<file path="src/rtl/spi_mem_pkg.sv">
package spi_mem_pkg;

  typedef enum logic [2:0] {
    PH_IDLE,
    PH_CMD,
    PH_ADDR,
    PH_WDATA,
    PH_RDATA,
    PH_STRD,
    PH_STWR,
    PH_DONE
  } phase_t;

  localparam logic [7:0] OP_WEN_SET = 8'h06;
  localparam logic [7:0] OP_WEN_CLR = 8'h04;
  localparam logic [7:0] OP_STAT_RD = 8'h05;
  localparam logic [7:0] OP_STAT_WR = 8'h01;
  localparam logic [7:0] OP_MEM_RD  = 8'h03;
  localparam logic [7:0] OP_MEM_WR  = 8'h02;

endpackage

</file>
<file path="src/rtl/spi_sync_bits.sv">
module spi_sync_bits #(
  parameter int              WIDTH   = 4,
  parameter int              STAGES  = 2,
  parameter logic [WIDTH-1:0] RST_VAL = '0
) (
  input  logic             clk,
  input  logic             rst,
  input  logic [WIDTH-1:0] d,
  output logic [WIDTH-1:0] q
);

  logic [WIDTH-1:0] chain [STAGES];

  always_ff @(posedge clk) begin
    if (rst) begin
      for (int s = 0; s < STAGES; s++) chain[s] <= RST_VAL;
    end else begin
      chain[0] <= d;
      for (int s = 1; s < STAGES; s++) chain[s] <= chain[s-1];
    end
  end

  assign q = chain[STAGES-1];

endmodule

</file>
<file path="src/rtl/spi_pin_front.sv">
module spi_pin_front #(
  parameter int SYNC_STAGES = 2
) (
  input  logic clk,
  input  logic rst,
  input  logic sck,
  input  logic cs_n,
  input  logic hold_n,
  input  logic mosi,
  output logic sck_rise,
  output logic sck_fall,
  output logic sel_start,
  output logic sel_end,
  output logic sel,
  output logic held,
  output logic bit_in
);

  logic [3:0] pins_s;
  logic       sck_s, cs_s, hold_s;
  logic       sck_q, sel_q;

  // hold and select idle high, clock and data idle low
  spi_sync_bits #(
    .WIDTH   (4),
    .STAGES  (SYNC_STAGES),
    .RST_VAL (4'b1100)
  ) u_sync (
    .clk (clk),
    .rst (rst),
    .d   ({hold_n, cs_n, sck, mosi}),
    .q   (pins_s)
  );

  assign hold_s = pins_s[3];
  assign cs_s   = pins_s[2];
  assign sck_s  = pins_s[1];
  assign bit_in = pins_s[0];
  assign held   = !hold_s;

  always_ff @(posedge clk) begin
    if (rst) begin
      sck_q <= 1'b0;
      sel_q <= 1'b0;
    end else begin
      sck_q <= sck_s;
      if (!held) sel_q <= !cs_s;
    end
  end

  assign sel       = sel_q;
  assign sel_start = !held && !cs_s && !sel_q;
  assign sel_end   = !held && cs_s && sel_q;
  assign sck_rise  = !held && sel_q && !cs_s && sck_s && !sck_q;
  assign sck_fall  = !held && sel_q && !cs_s && !sck_s && sck_q;

endmodule

</file>
<file path="src/rtl/spi_mem_engine.sv">
module spi_mem_engine
  import spi_mem_pkg::*;
#(
  parameter int ADDR_W = 11
) (
  input  logic              clk,
  input  logic              rst,
  input  logic              sck_rise,
  input  logic              sck_fall,
  input  logic              sel_start,
  input  logic              sel_end,
  input  logic              sel,
  input  logic              held,
  input  logic              bit_in,
  output logic              miso,
  output logic              miso_oe,
  output logic [ADDR_W-1:0] mem_addr,
  output logic              mem_re,
  output logic              mem_we,
  input  logic [7:0]        mem_rdata,
  output logic [7:0]        wr_data,
  output logic              prot_req,
  output logic              prot_is_status,
  input  logic              prot_gnt,
  output logic              stat_we,
  input  logic [7:0]        stat_rdata,
  output logic              wel_set,
  output logic              wel_clr
);

  localparam int ADDR_BYTES = (ADDR_W + 7) / 8;
  localparam int ABW        = (ADDR_BYTES > 1) ? $clog2(ADDR_BYTES) : 1;

  phase_t           phase;
  logic [2:0]       bit_cnt;
  logic [7:0]       rx_sh, tx_sh, rbuf;
  logic [ABW-1:0]   abyte;
  logic             is_read, drive, re_d, wr_stage;
  logic [7:0]       rx_next;

  assign rx_next = {rx_sh[6:0], bit_in};

  always_ff @(posedge clk) begin
    if (rst) begin
      phase          <= PH_IDLE;
      bit_cnt        <= '0;
      rx_sh          <= '0;
      tx_sh          <= '0;
      rbuf           <= '0;
      abyte          <= '0;
      is_read        <= 1'b0;
      drive          <= 1'b0;
      re_d           <= 1'b0;
      wr_stage       <= 1'b0;
      miso           <= 1'b0;
      miso_oe        <= 1'b0;
      mem_addr       <= '0;
      mem_re         <= 1'b0;
      mem_we         <= 1'b0;
      wr_data        <= '0;
      prot_req       <= 1'b0;
      prot_is_status <= 1'b0;
      stat_we        <= 1'b0;
      wel_set        <= 1'b0;
      wel_clr        <= 1'b0;
    end else begin
      wel_set  <= 1'b0;
      wel_clr  <= 1'b0;
      mem_re   <= 1'b0;
      re_d     <= mem_re;
      if (re_d) rbuf <= mem_rdata;
      // commit stage: the checker answers during the request cycle
      mem_we   <= prot_req && !prot_is_status && prot_gnt;
      stat_we  <= prot_req && prot_is_status && prot_gnt;
      wr_stage <= prot_req && !prot_is_status;
      prot_req <= 1'b0;
      if (wr_stage) mem_addr <= mem_addr + 1'b1;
      miso_oe  <= drive && sel && !held;

      if (sel_end) begin
        phase   <= PH_IDLE;
        drive   <= 1'b0;
        bit_cnt <= '0;
      end else if (sel_start) begin
        phase   <= PH_CMD;
        bit_cnt <= '0;
        abyte   <= '0;
        drive   <= 1'b0;
      end else if (sck_rise && phase != PH_IDLE) begin
        bit_cnt <= bit_cnt + 1'b1;
        rx_sh   <= rx_next;
        if (bit_cnt == 3'd7) begin
          case (phase)
            PH_CMD: begin
              case (rx_next)
                OP_WEN_SET: begin wel_set <= 1'b1; phase <= PH_DONE; end
                OP_WEN_CLR: begin wel_clr <= 1'b1; phase <= PH_DONE; end
                OP_STAT_RD: phase <= PH_STRD;
                OP_STAT_WR: phase <= PH_STWR;
                OP_MEM_RD:  begin phase <= PH_ADDR; is_read <= 1'b1; end
                OP_MEM_WR:  begin phase <= PH_ADDR; is_read <= 1'b0; end
                default:    phase <= PH_DONE;
              endcase
            end
            PH_ADDR: begin
              mem_addr <= ADDR_W'({mem_addr, rx_next});
              abyte    <= abyte + 1'b1;
              if (abyte == ABW'(ADDR_BYTES - 1)) begin
                phase  <= is_read ? PH_RDATA : PH_WDATA;
                mem_re <= is_read;
              end
            end
            PH_WDATA: begin
              wr_data        <= rx_next;
              prot_req       <= 1'b1;
              prot_is_status <= 1'b0;
            end
            PH_STWR: begin
              wr_data        <= rx_next;
              prot_req       <= 1'b1;
              prot_is_status <= 1'b1;
              phase          <= PH_DONE;
            end
            default: ;
          endcase
        end
      end else if (sck_fall && (phase == PH_RDATA || phase == PH_STRD)) begin
        drive <= 1'b1;
        if (bit_cnt == 3'd0) begin
          if (phase == PH_RDATA) begin
            tx_sh    <= rbuf;
            miso     <= rbuf[7];
            mem_addr <= mem_addr + 1'b1;
            mem_re   <= 1'b1;
          end else begin
            tx_sh <= stat_rdata;
            miso  <= stat_rdata[7];
          end
        end else begin
          miso  <= tx_sh[6];
          tx_sh <= {tx_sh[6:0], 1'b0};
        end
      end
    end
  end

  AST_WR_ADDR_STEP: assert property (@(posedge clk) disable iff (rst)
    $past(mem_we) |-> mem_addr == $past(mem_addr) + 1'b1);

  AST_OE_DESELECTED: assert property (@(posedge clk) disable iff (rst)
    (!sel && $past(!sel)) |-> !miso_oe);

  AST_OE_HELD: assert property (@(posedge clk) disable iff (rst)
    (held && $past(held)) |-> !miso_oe);

  AST_ONE_CMD: assert property (@(posedge clk) disable iff (rst)
    (phase != PH_CMD && !sel_start) |=> phase != PH_CMD);

  AST_OE_ONLY_READ: assert property (@(posedge clk) disable iff (rst)
    miso_oe |-> (phase == PH_RDATA || phase == PH_STRD || phase == PH_IDLE));

endmodule

</file>
<file path="src/rtl/spi_mem_slave.sv">
module spi_mem_slave #(
  parameter int ADDR_W      = 11,
  parameter int SYNC_STAGES = 2
) (
  input  logic              clk,
  input  logic              rst,
  input  logic              spi_sck,
  input  logic              spi_cs_n,
  input  logic              spi_hold_n,
  input  logic              spi_mosi,
  output logic              spi_miso,
  output logic              spi_miso_oe,
  output logic [ADDR_W-1:0] mem_addr,
  output logic              mem_re,
  output logic              mem_we,
  output logic [7:0]        wr_data,
  input  logic [7:0]        mem_rdata,
  output logic              prot_req,
  output logic              prot_is_status,
  input  logic              prot_gnt,
  output logic              stat_we,
  input  logic [7:0]        stat_rdata,
  output logic              wel_set,
  output logic              wel_clr
);

  logic sck_rise, sck_fall, sel_start, sel_end, sel, held, bit_in;

  spi_pin_front #(
    .SYNC_STAGES (SYNC_STAGES)
  ) u_front (
    .clk       (clk),
    .rst       (rst),
    .sck       (spi_sck),
    .cs_n      (spi_cs_n),
    .hold_n    (spi_hold_n),
    .mosi      (spi_mosi),
    .sck_rise  (sck_rise),
    .sck_fall  (sck_fall),
    .sel_start (sel_start),
    .sel_end   (sel_end),
    .sel       (sel),
    .held      (held),
    .bit_in    (bit_in)
  );

  spi_mem_engine #(
    .ADDR_W (ADDR_W)
  ) u_engine (
    .clk            (clk),
    .rst            (rst),
    .sck_rise       (sck_rise),
    .sck_fall       (sck_fall),
    .sel_start      (sel_start),
    .sel_end        (sel_end),
    .sel            (sel),
    .held           (held),
    .bit_in         (bit_in),
    .miso           (spi_miso),
    .miso_oe        (spi_miso_oe),
    .mem_addr       (mem_addr),
    .mem_re         (mem_re),
    .mem_we         (mem_we),
    .mem_rdata      (mem_rdata),
    .wr_data        (wr_data),
    .prot_req       (prot_req),
    .prot_is_status (prot_is_status),
    .prot_gnt       (prot_gnt),
    .stat_we        (stat_we),
    .stat_rdata     (stat_rdata),
    .wel_set        (wel_set),
    .wel_clr        (wel_clr)
  );

  AST_WE_EXCLUSIVE: assert property (@(posedge clk) disable iff (rst)
    !(mem_we && stat_we));

endmodule

</file>
<file path="config.mk">
export PLATFORM = sky130hd
export DESIGN_NAME = spi_mem_slave
export DESIGN_NICKNAME = d
export VERILOG_FILES = /design/src/rtl/spi_mem_pkg.sv /design/src/rtl/spi_sync_bits.sv /design/src/rtl/spi_pin_front.sv /design/src/rtl/spi_mem_engine.sv /design/src/rtl/spi_mem_slave.sv
export SDC_FILE = /design/constraint.sdc
export NUM_CORES = 1
export LEC_CHECK = 0
export BUFFER_PORTS_ARGS = -buffer_cell sky130_fd_sc_hd__buf_4
export CAP_MARGIN = 0
export CORE_MARGIN = 2
export CORE_UTILIZATION = 57
export CTS_CLUSTER_SIZE = 14
export DETAILED_ROUTE_END_ITERATION = 10
export PLACE_DENSITY = 0.87
export SLEW_MARGIN = 0
export SYNTH_ARGS = -nofsm -noshare
export SYNTH_HDL_FRONTEND = slang
export SYNTH_HIERARCHICAL = 1
export SYNTH_SLANG_ARGS = --single-unit
export TNS_END_PERCENT = 30
</file>
<file path="constraint.sdc">
create_clock -name clk -period 2.5 [get_ports clk]
set_input_delay 0.25 -clock clk [delete_from_list [all_inputs] [get_ports clk]]
set_output_delay 0.25 -clock clk [all_outputs]
set_load 0.05 [all_outputs]
</file>
After elaboration in Yosys (flattened, before gate mapping)
Memory sizes are Yosys's and may differ from the RTL's.
Cells that the tools add are included.
{"block": "op_classes", "n_reduce_logical": 48, "n_eq_ne": 15, "addsub": 3, "bitwise": 7, "muxes": 41}
{"cell": "$mux W11", "count": 9}
{"cell": "$eq A8 B3 Y1 const B", "count": 3}
{"cell": "$mux W1", "count": 22}
{"cell": "$logic_and A1 B1 Y1", "count": 18}
{"cell": "$pmux W3 S3", "count": 2}
{"cell": "$eq A8 B2 Y1 const B", "count": 2}
{"cell": "$reduce_and A4 Y1", "count": 4}
{"cell": "$mux W7", "count": 2}
{"cell": "$eq A3 B3 Y1 const B", "count": 4}
{"cell": "$add A11 B1 Y11 const B", "count": 1}
{"cell": "$reduce_and A5 Y1", "count": 2}
{"cell": "$reduce_bool A2 Y1", "count": 5}
{"cell": "$eq A8 B1 Y1 const B", "count": 1}
{"cell": "$mux W4", "count": 2}
{"cell": "$eq A3 B2 Y1 const B", "count": 2}
{"cell": "$mux W3", "count": 2}
{"cell": "$reduce_and A6 Y1", "count": 1}
{"cell": "$reduce_bool A3 Y1", "count": 2}
{"cell": "$reduce_or A2 Y1", "count": 3}
{"cell": "$reduce_or A6 Y1", "count": 1}
{"cell": "$logic_not A1 Y1", "count": 5}
{"cell": "$not A1 Y1", "count": 5}
{"cell": "$reduce_or A5 Y1", "count": 1}
{"cell": "$pmux W1 S2", "count": 2}
{"cell": "other kinds (12)", "count": 13}
{"block": "word_totals", "out_inout_bits": 28, "mem_count": 1, "word_cells": 139, "input_bits": 23, "mem_bits_rw": 8, "reg_bits": 63}
{"memory": "u_front.u_sync.chain", "words": 2, "word_bits": 4, "read_ports": 2, "rd_clocked_by_memory_dff": 0, "write_ports": 2, "line_no": "spi_sync_bits.sv:12", "text": "logic [WIDTH-1:0] chain [STAGES];"}

Depth between registers and ports, before layout
Gate-level depths: netlist (run 1).
An unclocked memory read counts as a cell.
{"block": "logic_depth", "depth_word": 10, "ltp_mapped": 9, "depth_no_buf": 7}

By module
Netlist (run 1), hierarchy kept.
{"mod": "spi_mem_engine", "n_inst": 1, "cells_each": 355, "seq_area_each_um2": 1221.2, "area_per_inst_um2": 3065.4}
{"mod": "spi_sync_bits", "n_inst": 1, "cells_each": 20, "seq_area_each_um2": 160.2, "area_per_inst_um2": 240.2}
{"mod": "spi_pin_front", "n_inst": 1, "cells_each": 11, "seq_area_each_um2": 40.0, "area_per_inst_um2": 110.1}

Worst setup path after synthesis (run 1)
OpenSTA, ideal clock, no wires.
{"block": "synth_path", "path_type": "register to register", "start": "register u_engine.mem_addr[0]", "end": "register u_engine.mem_addr[4]", "t_arrival_ns": 1.910, "path_buffers": 0, "setup_time_ns": 0.071, "slack_ns": 0.519, "period_less_slack_ns": 1.981, "t_required_ns": 2.429, "stages_incl_launch_ff": 7, "cell_sequence": "dfxtp_1 ha_1 nand3_1 mux2i_1 a2111oi_0 o21ai_0 a21oi_1"}
{"block": "synth_via", "elab_chain_cells": 8, "elab_cells_between_ends": 10, "classes_between": "add/sub (1); mux (9)"}
{"item": "start, declared", "line_no": "spi_mem_engine.sv:17", "text": "output logic [ADDR_W-1:0] mem_addr,"}
{"item": "start signal, assigned", "line_no": "spi_mem_engine.sv:77", "text": "if (wr_stage) mem_addr <= mem_addr + 1'b1;"}
{"item": "start signal, assigned", "line_no": "spi_mem_engine.sv:106", "text": "mem_addr <= ADDR_W'({mem_addr, rx_next});"}
{"item": "start signal, assigned", "line_no": "spi_mem_engine.sv:133", "text": "mem_addr <= mem_addr + 1'b1;"}
{"item": "$add A11 B1 Y11 (*)", "line_no": "spi_mem_engine.sv:77, spi_mem_engine.sv:133"}
{"item": "$mux W11", "line_no": "spi_mem_engine.sv:77"}
{"item": "$mux W11", "line_no": "spi_mem_engine.sv:130", "text": "if (phase == PH_RDATA) begin"}
{"item": "$mux W11", "line_no": "spi_mem_engine.sv:129", "text": "if (bit_cnt == 3'd0) begin"}
{"item": "$mux W11", "line_no": "spi_mem_engine.sv:127", "text": "end else if (sck_fall && (phase == PH_RDATA || phase == PH_STRD)) begin"}
{"item": "$mux W11", "line_no": "spi_mem_engine.sv:89", "text": "end else if (sck_rise && phase != PH_IDLE) begin"}
{"item": "$mux W11", "line_no": "spi_mem_engine.sv:84", "text": "end else if (sel_start) begin"}
{"item": "$mux W11 (*)", "line_no": "spi_mem_engine.sv:80", "text": "if (sel_end) begin"}
Mark *: on every way between the ends. The rest lies on a longest branch, timed or not.
A chain may end at the register's enable or synchronous reset.

==> results of run 1 <==
==> critical path, cell delays in order (launching register included) <==
cell and delay, ns:
dfxtp_1 0.41, nand2_2 0.09, nor4b_2 0.22, buf_4 0.21, and4bb_2 0.29, nand2_2 0.15, a21oi_2 0.15, o311ai_0 0.43
a22o_1 0.19
==> kinds of logic (layout without fill, tap and decap cells) <==
| logic type | count (synthesis) | in the layout | share of synthesized area |
|---|---|---|---|
| multiplexers | 34 | 34 | 0.09963 |
| XOR/XNOR | 13 | 13 | 0.03333 |
| adder cells (fa/ha/maj) | 4 | 4 | 0.01465 |
| AO/OA/AOI/OAI | 71 | 71 | 0.1396 |
| flip-flops | 71 | 71 | 0.4161 |
| buffers and inverters | 30 | 78 | 0.04322 |
| AND/OR/NAND/NOR | 163 | 163 | 0.2535 |
==> through the flow <==
stage                     hold WS, ns  instances  instance area [sq um]    util
after floorplan                0.3216        386                   3416       -
after global placement         0.3906        493                   3805  0.6503
after CTS                     0.07707        509                   4003  0.6841
after detailed placement       0.3879        493                   3805  0.6503
after global routing          0.08203        509                   4003  0.6841
final                         0.08126        509                   4003  0.6841
==> cells in the final DEF, fill, tap and decap left out, types with 5 or more instances in the layout <==
master / Yosys / layout
a211oi_1: 5 / 5
dfxtp_1: 71 / 71
buf_4: 6 / 56
nor3_1: 11 / 11
nor2_1: 44 / 44
xnor2_1: 7 / 7
nand4_1: 5 / 5
a21oi_1: 22 / 22
o21ai_0: 13 / 13
inv_1: 6 / 6
or2_1: 5 / 5
nand2_1: 43 / 43
clkbuf_8: 0 / 10
mux2i_1: 34 / 34
nand2b_1: 7 / 7
nor2b_1: 7 / 7
nand3_1: 8 / 8
a31oi_1: 5 / 5
xor2_1: 6 / 6
==> state kept, by name, indices dropped and copies added (netlist names), 3 cells and up <==
register,count
u_engine/phase,3
u_engine/bit_cnt,3
u_engine/rx_sh,7
u_engine/mem_addr,11
u_engine/tx_sh,7
u_engine/wr_data,8
u_front/u_sync/chain,8
u_engine/rbuf,8
==> how the worst min path moves through the flow <==
stage                                           from                    endpoint  slack [ns]  depth (start not counted)
after floorplan                                  rst               u_front/sck_q        0.32                          1
after global placement    u_front/u_sync/chain[0][3]  u_front/u_sync/chain[0][7]        0.39                          1
after detailed placement  u_front/u_sync/chain[0][3]  u_front/u_sync/chain[0][7]        0.39                          1
after CTS                                 spi_hold_n  u_front/u_sync/chain[0][3]        0.08                          2
after global routing                      spi_hold_n  u_front/u_sync/chain[0][3]        0.08                          2
final                                     spi_hold_n  u_front/u_sync/chain[0][3]        0.08                          2
==> layer usage <==
layer / wire [um] / vias to the layer above / global-route usage
li1: - / 1452 / -
met1: 3465 / 1405 / 0.3294
met2: 3696 / 148 / 0.3689
met3: 688 / 15 / 0.06154
met4: 129 / 0 / 0.1237
met5: 0 / - / 0
==> power breakdown <==
part | switching, mW | internal (mW)
Clock | 0.425 | 0.488
Sequential | 0.00828 | 1.14
Combinational | 0.0465 | 0.0396
Total | 0.480 | 1.67
==> final cells by class <==
type                    count  area, sq um
fillers                   453         1848
multi-input cells         285         1847
flip-flops and latches     71         1421
repair buffers             56        420.4
clock buffers              11        141.4
well taps                  75        93.84
clock inverters             5        56.30
inverters                   6        22.52
==> results_dict.tcl, run 1 <==
set metrics [dict create \
    slew_headroom 0.4480 \
    synth_top_area_frac 0.4161 \
    p_leak_nw 1.519 \
    boundaryPins 51 \
    synth_cell_types 62 \
    pre_cts_ws_ns 0.4121 \
    initial_core_util 0.5838 \
    power_density_nw_per_um2 536.0 \
    ff2ff_setup_slack_ns 0.30 \
    slew_viol_final 0 \
    cts_resized 0 \
    cts_sinks 71 \
    cp_max_fo 9 \
    synth_most_common_cell "dfxtp_1" \
    cts_tree "yes" \
    wl_per_cell_um 15.68 \
    synth.yosys.seq_area_share 0.4161 \
    cp-endpoint "u_engine/mem_addr[9]" \
    grt_pass1_vias 2753 \
    cts_hold_buf 0 \
    grt_max_degree 44 \
    dieArea_sq_um 6628 \
    final-hold-violation-count 0 \
    setup_viol 0 \
    synth_area_leaders "dfxtp_1 (42%), mux2i_1 (10%), nor2_1 (4.8%)" \
    grt-ovfl-total 0 \
    clock_latency_ns 0.35 \
    fmax_mhz 454.4 \
    crit_path_start_kind "register" \
    worstSetupPathType "reg2reg" \
    timing.final.ws_setup_ns 0.2995 \
    die_h_um 81.41 \
    layout_min_cycle_time_ns 2.201 \
    yosys_warnings 6 \
    dp_hpwl_mm 5.400 \
    startpoint "u_front/u_sync/chain[0][7]" \
    coreArea_sq_um 5851 \
    dr_total_vias 3020 \
    end_kind "register" \
    firstDrtPassIters 6 \
    die_x_um 81.41 \
    nNetsFinal 456 \
    r2r-start "u_front/u_sync/chain[0][7]" \
    diodes 0 \
    min_period_over_period 0.8802 \
    finalSetupTns_ns 0 \
    grt_pass1_wl_mm 12.54 \
    clk_path_buf_depth 2 \
    viasPerCell 5.933 \
    drc_errors 0 \
    cts_setup_buffers 0 \
    yosysTopAreaCell "dfxtp_1" \
    finalWirelength_mm 7.979 \
    port-buffer-count 50 \
    netlist_area_sq_um 3416 \
    cts_made_buffers 9 \
    cp.required_ns 2.79 \
    drt_iter0_drc 387 \
    maxCapViolCount 0 \
    detail-route-antenna-nets 0 \
    gp_congestion 0.9288 \
    synth-edff-count 0 \
    syn_avg_cell_area_sq_um 8.849 \
    worstPathArrival_ns 2.49 \
    ys_top_cells_by_count "dfxtp_1 (71), nor2_1 (44), nand2_1 (43)" \
    rsz0062_at_grt "no" \
    drive_above_1_share 0.2074 \
    worst_slew_pin_slew_ns 0.8250 \
    worst_r2r_path_depth 8 \
    track_usage 0.2461 \
    status "complete, no violations" \
    rows 28 \
    async_flop_share 0 \
    power_mw 2.145 \
    hp-class "in2reg" \
    synth_fp_nets 413 \
    r2r_end "u_engine/mem_addr[9]" \
    h-tree-depth 3 \
    ys_ff_latch 71 \
    vdd_drop_max_mv 0.4594 \
    area_delta_synth_final_pct 17.18 \
    antenna_found_initial 0 \
    synthCells 386 \
    clkTransAtPathRegs_ns 0.07 \
    root_buffer "clkbuf_8" \
    finClkSkew_ns 0.01037 \
    synthFlopType "dfxtp_1" \
]
(Power assumes the default switching activity.)
==> inputs of run 2 (changes only) <==
--- a/config.mk
+++ b/config.mk
@@ -8,10 +8,10 @@
 export BUFFER_PORTS_ARGS = -buffer_cell sky130_fd_sc_hd__buf_4
 export CAP_MARGIN = 0
 export CORE_MARGIN = 2
-export CORE_UTILIZATION = 57
+export CORE_UTILIZATION = 30
 export CTS_CLUSTER_SIZE = 14
 export DETAILED_ROUTE_END_ITERATION = 10
-export PLACE_DENSITY = 0.87
+export PLACE_DENSITY = 0.54
 export SLEW_MARGIN = 0
 export SYNTH_ARGS = -nofsm -noshare
 export SYNTH_HDL_FRONTEND = slang
==> results_dict.tcl, run 2 (synthesized netlist as in run 1, its figures left out) <==
set metrics [dict create \
    power_mw 2.553 \
    clk_path_buf_depth 2 \
    top_register "u_engine/mem_addr" \
    worst_slew_pin_slew_ns 0.5906 \
    timing.final.ws_setup_ns 0.4023 \
    clockPowerShare 0.515 \
    setup_viol 0 \
    grt_max_degree 38 \
    dpl_cell_area_sq_um 3924 \
    cp_max_fo 8 \
    crit_path_start_kind "register" \
    design_area_sq_um 4225 \
    p_int_mw 2.042 \
    final_cell_mix "dfxtp_1 (71), buf_4 (61), nor2_1 (44)" \
    diodes 0 \
    h-tree-depth 3 \
    switching_power_mw 0.5112 \
    die_h_um 110.7 \
    viasPerCell 4.910 \
    detail-route-antenna-nets 0 \
    coreArea_sq_um 10980 \
    cts_tree "yes" \
    finalSetupTns_ns 0 \
    place_inst 563 \
    drc_errors 0 \
    path_buf_inv 0 \
    final_common_cell "dfxtp_1" \
    clkTransAtPathRegs_ns 0.05 \
    maxCapViolCount 0 \
    cts_setup_buffers 0 \
    initial_core_util 0.3110 \
    instances_no_fill 577 \
    grt_pass1_wl_mm 13.97 \
    cts_hold_buf 0 \
    die_x_um 110.7 \
    dr_total_vias 2833 \
    rsz0062_at_grt "no" \
    layout_min_cycle_time_ns 2.098 \
    cts_sinks 71 \
    port-buffer-count 50 \
    power_density_nw_per_um2 604.2 \
    wl_per_cell_um 14.76 \
    finClkSkew_ns 0.008620 \
    pre_cts_ws_ns 0.4230 \
    status "complete, no violations" \
    nNetsFinal 461 \
    min_period_over_period 0.8391 \
    path_cells "nand2_2, nor4b_2, and4bb_2, nand2_2, a21oi_2, o31ai_1, a32o_1" \
    grt-ovfl-total 0 \
    fmax_mhz 476.7 \
    p_leak_nw 1.590 \
    p_seq_frac 0.450 \
    clock_latency_ns 0.33 \
    max_stage_delay_ns 0.39 \
    switching_share 0.2002 \
    cp_common_cell "nand2_2" \
    firstDrtPassIters 4 \
    boundaryPins 51 \
    antenna_found_initial 0 \
    rows 38 \
    track_usage 0.1419 \
    dieArea_sq_um 12260 \
    grt_pass1_vias 2634 \
    drive_above_1_share 0.2128 \
    slew_viol_final 0 \
    power_frac_comb 0.035 \
    hp-class "in2reg" \
    cts_resized 0 \
    area_delta_synth_final_pct 23.70 \
    gp_congestion 0.8587 \
    largest_reg_flops 11 \
    slowest_stage "dfxtp_1" \
    cts_made_buffers 9 \
    cp_top_family "simple AND/OR/NAND/NOR gates" \
    worstSetupPathType "reg2reg" \
    finalWirelength_mm 8.516 \
    root_buffer "clkbuf_16" \
    slew_headroom 0.6048 \
    worstPathArrival_ns 2.32 \
    end_kind "register" \
    cp.required_ns 2.72 \
    vdd_drop_max_mv 0.3478 \
    drt_iter0_drc 208 \
    dp_hpwl_mm 6.014 \
    final-hold-violation-count 0 \
]
==> run 2: cell type report <==
class / instances / area (sq um)
fillers: 1120 / 6758
repair buffers: 61 / 457.9
flip-flops and latches: 71 / 1421
clock inverters: 4 / 72.57
well taps: 140 / 175.2
inverters: 6 / 22.52
clock buffers: 10 / 229.0
multi-input cells: 285 / 1847
==> run 2: power by group through the flow <==
stage | combinational (mW) | clock [mW] | sequential (mW)
after global placement | 0.0883 | 0 | 1.17
after CTS | 0.0905 | 1.35 | 1.15
after global routing | 0.0978 | 1.40 | 1.15
final | 0.0894 | 1.32 | 1.15
after detailed placement | 0.0904 | 0 | 1.17
after floorplan | 0.0536 | 0 | 1.17
==> run 2: per-layer routing <==
layer / GRT usage / wire length, um / part of all wire / vias up
li1: - / - / - / 1452
met1: 0.2024 / 4272 / 0.50 / 1305
met2: 0.2029 / 3718 / 0.44 / 71
met3: 0.04538 / 448 / 0.053 / 5
met4: 0.04333 / 76 / 0.0089 / 0
met5: 0 / 0 / 0 / -
==> run 2: path summary, 6_finish.rpt <==
path | from | to | slack, ns | depth (start not counted)
setup / recovery | u_front/u_sync/chain[0][7] | u_engine/mem_addr[7] | 0.40 | 7
hold reg to reg | u_front/u_sync/chain[0][3] | u_front/u_sync/chain[0][7] | 0.42 | 1
setup reg to reg | u_front/u_sync/chain[0][7] | u_engine/mem_addr[7] | 0.40 | 7
hold / removal | spi_cs_n | u_front/u_sync/chain[0][2] | 0.1 | 2
==> run 2: metrics by stage <==
step | util | hold WS [ns]
after floorplan | - | 0.3216
after global placement | 0.3573 | 0.4012
after detailed placement | 0.3573 | 0.4023
after CTS | 0.3847 | 0.08742
after global routing | 0.3847 | 0.09894
final | 0.3847 | 0.09837
==> run 2: worst reg2reg max path, stage by stage (launching register included) <==
cell,delay (ns)
dfxtp_1,0.39
nand2_2,0.09
nor4b_2,0.28
and4bb_2,0.33
nand2_2,0.14
a21oi_2,0.39
o31ai_1,0.11
a32o_1,0.27
==> inputs of run 3 (changes only) <==
==> constraint.sdc (replaced) <==
create_clock -name clk -period 2 [get_ports clk]
set_input_delay 0.2 -clock clk [delete_from_list [all_inputs] [get_ports clk]]
set_output_delay 0.2 -clock clk [all_outputs]
set_load 0.05 [all_outputs]
==> results_dict.tcl, run 3 (synthesized netlist as in run 1, its figures left out) <==
set metrics [dict create \
    status "complete, no violations" \
    cts_hold_buf 0 \
    rsz0062_at_grt "yes" \
    initial_core_util 0.3110 \
    worst_r2r_path_depth 7 \
    slew_viol_final 0 \
    slew_headroom 0.6105 \
    cts_sinks 71 \
    power_density_nw_per_um2 742.0 \
    viasPerCell 4.988 \
    antenna_found_initial 0 \
    grt_pass1_vias 2813 \
    p_seq_frac 0.437 \
    final_cell_mix "buf_4 (74), dfxtp_1 (68), nand2_1 (42), nor2_1 (42), mux2i_1 (34)" \
    clk_path_buf_depth 2 \
    dp_hpwl_mm 6.336 \
    fmax_mhz 509.7 \
    power_frac_comb 0.037 \
    r2r-start "u_front/u_sync/chain[0][7]" \
    worstPathArrival_ns 2.18 \
    drt_iter0_drc 163 \
    ff2ff_setup_slack_ns 0.04 \
    min_period_over_period 0.9809 \
    die_x_um 110.7 \
    root_buffer "clkbuf_16" \
    firstDrtPassIters 4 \
    detail-route-antenna-nets 0 \
    top_register "u_engine/mem_addr" \
    maxCapViolCount 0 \
    grt_pass1_wl_mm 14.37 \
    layout_min_cycle_time_ns 1.962 \
    drt-met1-wl_mm 4.293 \
    cp_max_fo 5 \
    cp.required_ns 2.22 \
    h-tree-depth 3 \
    multi_input_area_sq_um 1902 \
    startpoint "u_front/u_sync/chain[0][7]" \
    power_mw 3.281 \
    p_int_mw 2.578 \
    cts_made_buffers 9 \
    finalWirelength_mm 8.755 \
    drive_above_1_share 0.2693 \
    clockPowerShare 0.525 \
    top_layer "met4" \
    setup_viol 0 \
    gp_congestion 0.8752 \
    worstSetupPathType "reg2reg" \
    vdd_drop_max_mv 0.8145 \
    hp-class "in2reg" \
    min_from "spi_hold_n" \
    route.met2.wl_mm 3.895 \
    rows 38 \
    area_delta_synth_final_pct 29.45 \
    die_h_um 110.7 \
    largest_reg_flops 11 \
    dr_total_vias 2958 \
    switching_power_mw 0.7024 \
    wl_per_cell_um 14.76 \
    fillCellCount 1101 \
    crit_path_start_kind "register" \
    end_kind "register" \
    track_usage 0.1455 \
    pre_cts_ws_ns 0.03555 \
    diodes 0 \
    switching_share 0.2141 \
    clkTransAtPathRegs_ns 0.06 \
    clock_latency_ns 0.34 \
    worst_slew_pin_slew_ns 0.5790 \
    r2r_end "u_engine/is_read" \
    drc_errors 0 \
    grt-ovfl-total 0 \
    timing.final.ws_setup_ns 0.03816 \
    p_leak_nw 1.693 \
    grt_max_degree 36 \
    cts_tree "yes" \
    final-hold-violation-count 0 \
    cp-endpoint "u_engine/is_read" \
    met3WireLength_um 430 \
    register_area_sq_um 1425 \
    final_common_cell "buf_4" \
    dieArea_sq_um 12260 \
    nNetsFinal 475 \
    finClkSkew_ns 0.007735 \
    boundaryPins 51 \
    port-buffer-count 50 \
    coreArea_sq_um 10980 \
]
==> run 3: cell types whose count changed in the layout (fill, tap and decap cells not counted), moves of 2 or more <==
| cell | before | now |
|---|---|---|
| dfxtp_1 | 71 | 68 |
| nor2_1 | 44 | 42 |
| nor3_1 | 11 | 8 |
| dfxtp_2 | 0 | 3 |
| clkinv_4 | 0 | 2 |
| nor2_2 | 0 | 2 |
| nor3_2 | 1 | 4 |
| buf_4 | 61 | 74 |
==> run 3: final cells by class <==
class | instances | area share
sequential | 71 | 0.3223
multi-input combinational | 285 | 0.4301
inverter | 6 | 0.005093
clock buffer | 9 | 0.05093
timing repair buffer | 75 | 0.1302
tap | 140 | 0.03962
clock inverter | 7 | 0.02179
==> run 3: power by group through the flow <==
stage               logic, mW  registers, mW  clock network [mW]
floorplan              0.0670           1.46                   0
global placement        0.117           1.46                   0
detailed placement      0.118           1.46                   0
CTS                     0.119           1.43                1.77
global route            0.134           1.44                1.83
finish                  0.123           1.43                1.72
==> run 3: worst min-delay path by stage <==
stage	cells past startpoint	end	slack, ns
4_1_cts	2	u_front/u_sync/chain[0][2]	0.03
2_1_floorplan	1	u_front/sck_q	0.27
3_3_place_gp	2	u_front/u_sync/chain[0][3]	0.38
6_report	2	u_front/u_sync/chain[0][3]	0.04
3_5_place_dp	2	u_front/u_sync/chain[0][2]	0.38
5_1_grt	2	u_front/u_sync/chain[0][2]	0.03
==> run 3: repair_timing <==
item,CTS,global route
endpoints found under the setup margin,1,28
buffers inserted,0,2
pin swaps,0,3
cloned,0,0
resized for setup,1,15
==> run 3: through the flow <==
stage | cells | util | hold WS [ns] | cell area (sq um) | TNS, ns
after CTS | 591 | 0.3963 | 0.02571 | 4353 | 0
after detailed placement | 575 | 0.3666 | 0.3826 | 4026 | 0
after global routing | 593 | 0.4026 | 0.03000 | 4422 | -0.1526
final | 593 | 0.4026 | 0.03867 | 4422 | 0
after floorplan | 386 | - | 0.2716 | 3416 | 0
after global placement | 575 | 0.3666 | 0.3844 | 4026 | 0
==> run 3: layer usage <==
layer / global-route usage / up-vias
met3: 0.04155 / 9
met4: 0.05417 / 0
met2: 0.2119 / 64
met1: 0.2036 / 1396
li1: - / 1489
met5: 0 / -
==> run 3: critical path, cell delays in order (launching register included) <==
cell and delay, ns:
dfxtp_2 0.32, buf_4 0.13, and3_2 0.23, or2_4 0.25
or3_4 0.42, nor4_4 0.23, mux2i_1 0.21, nor2_1 0.05
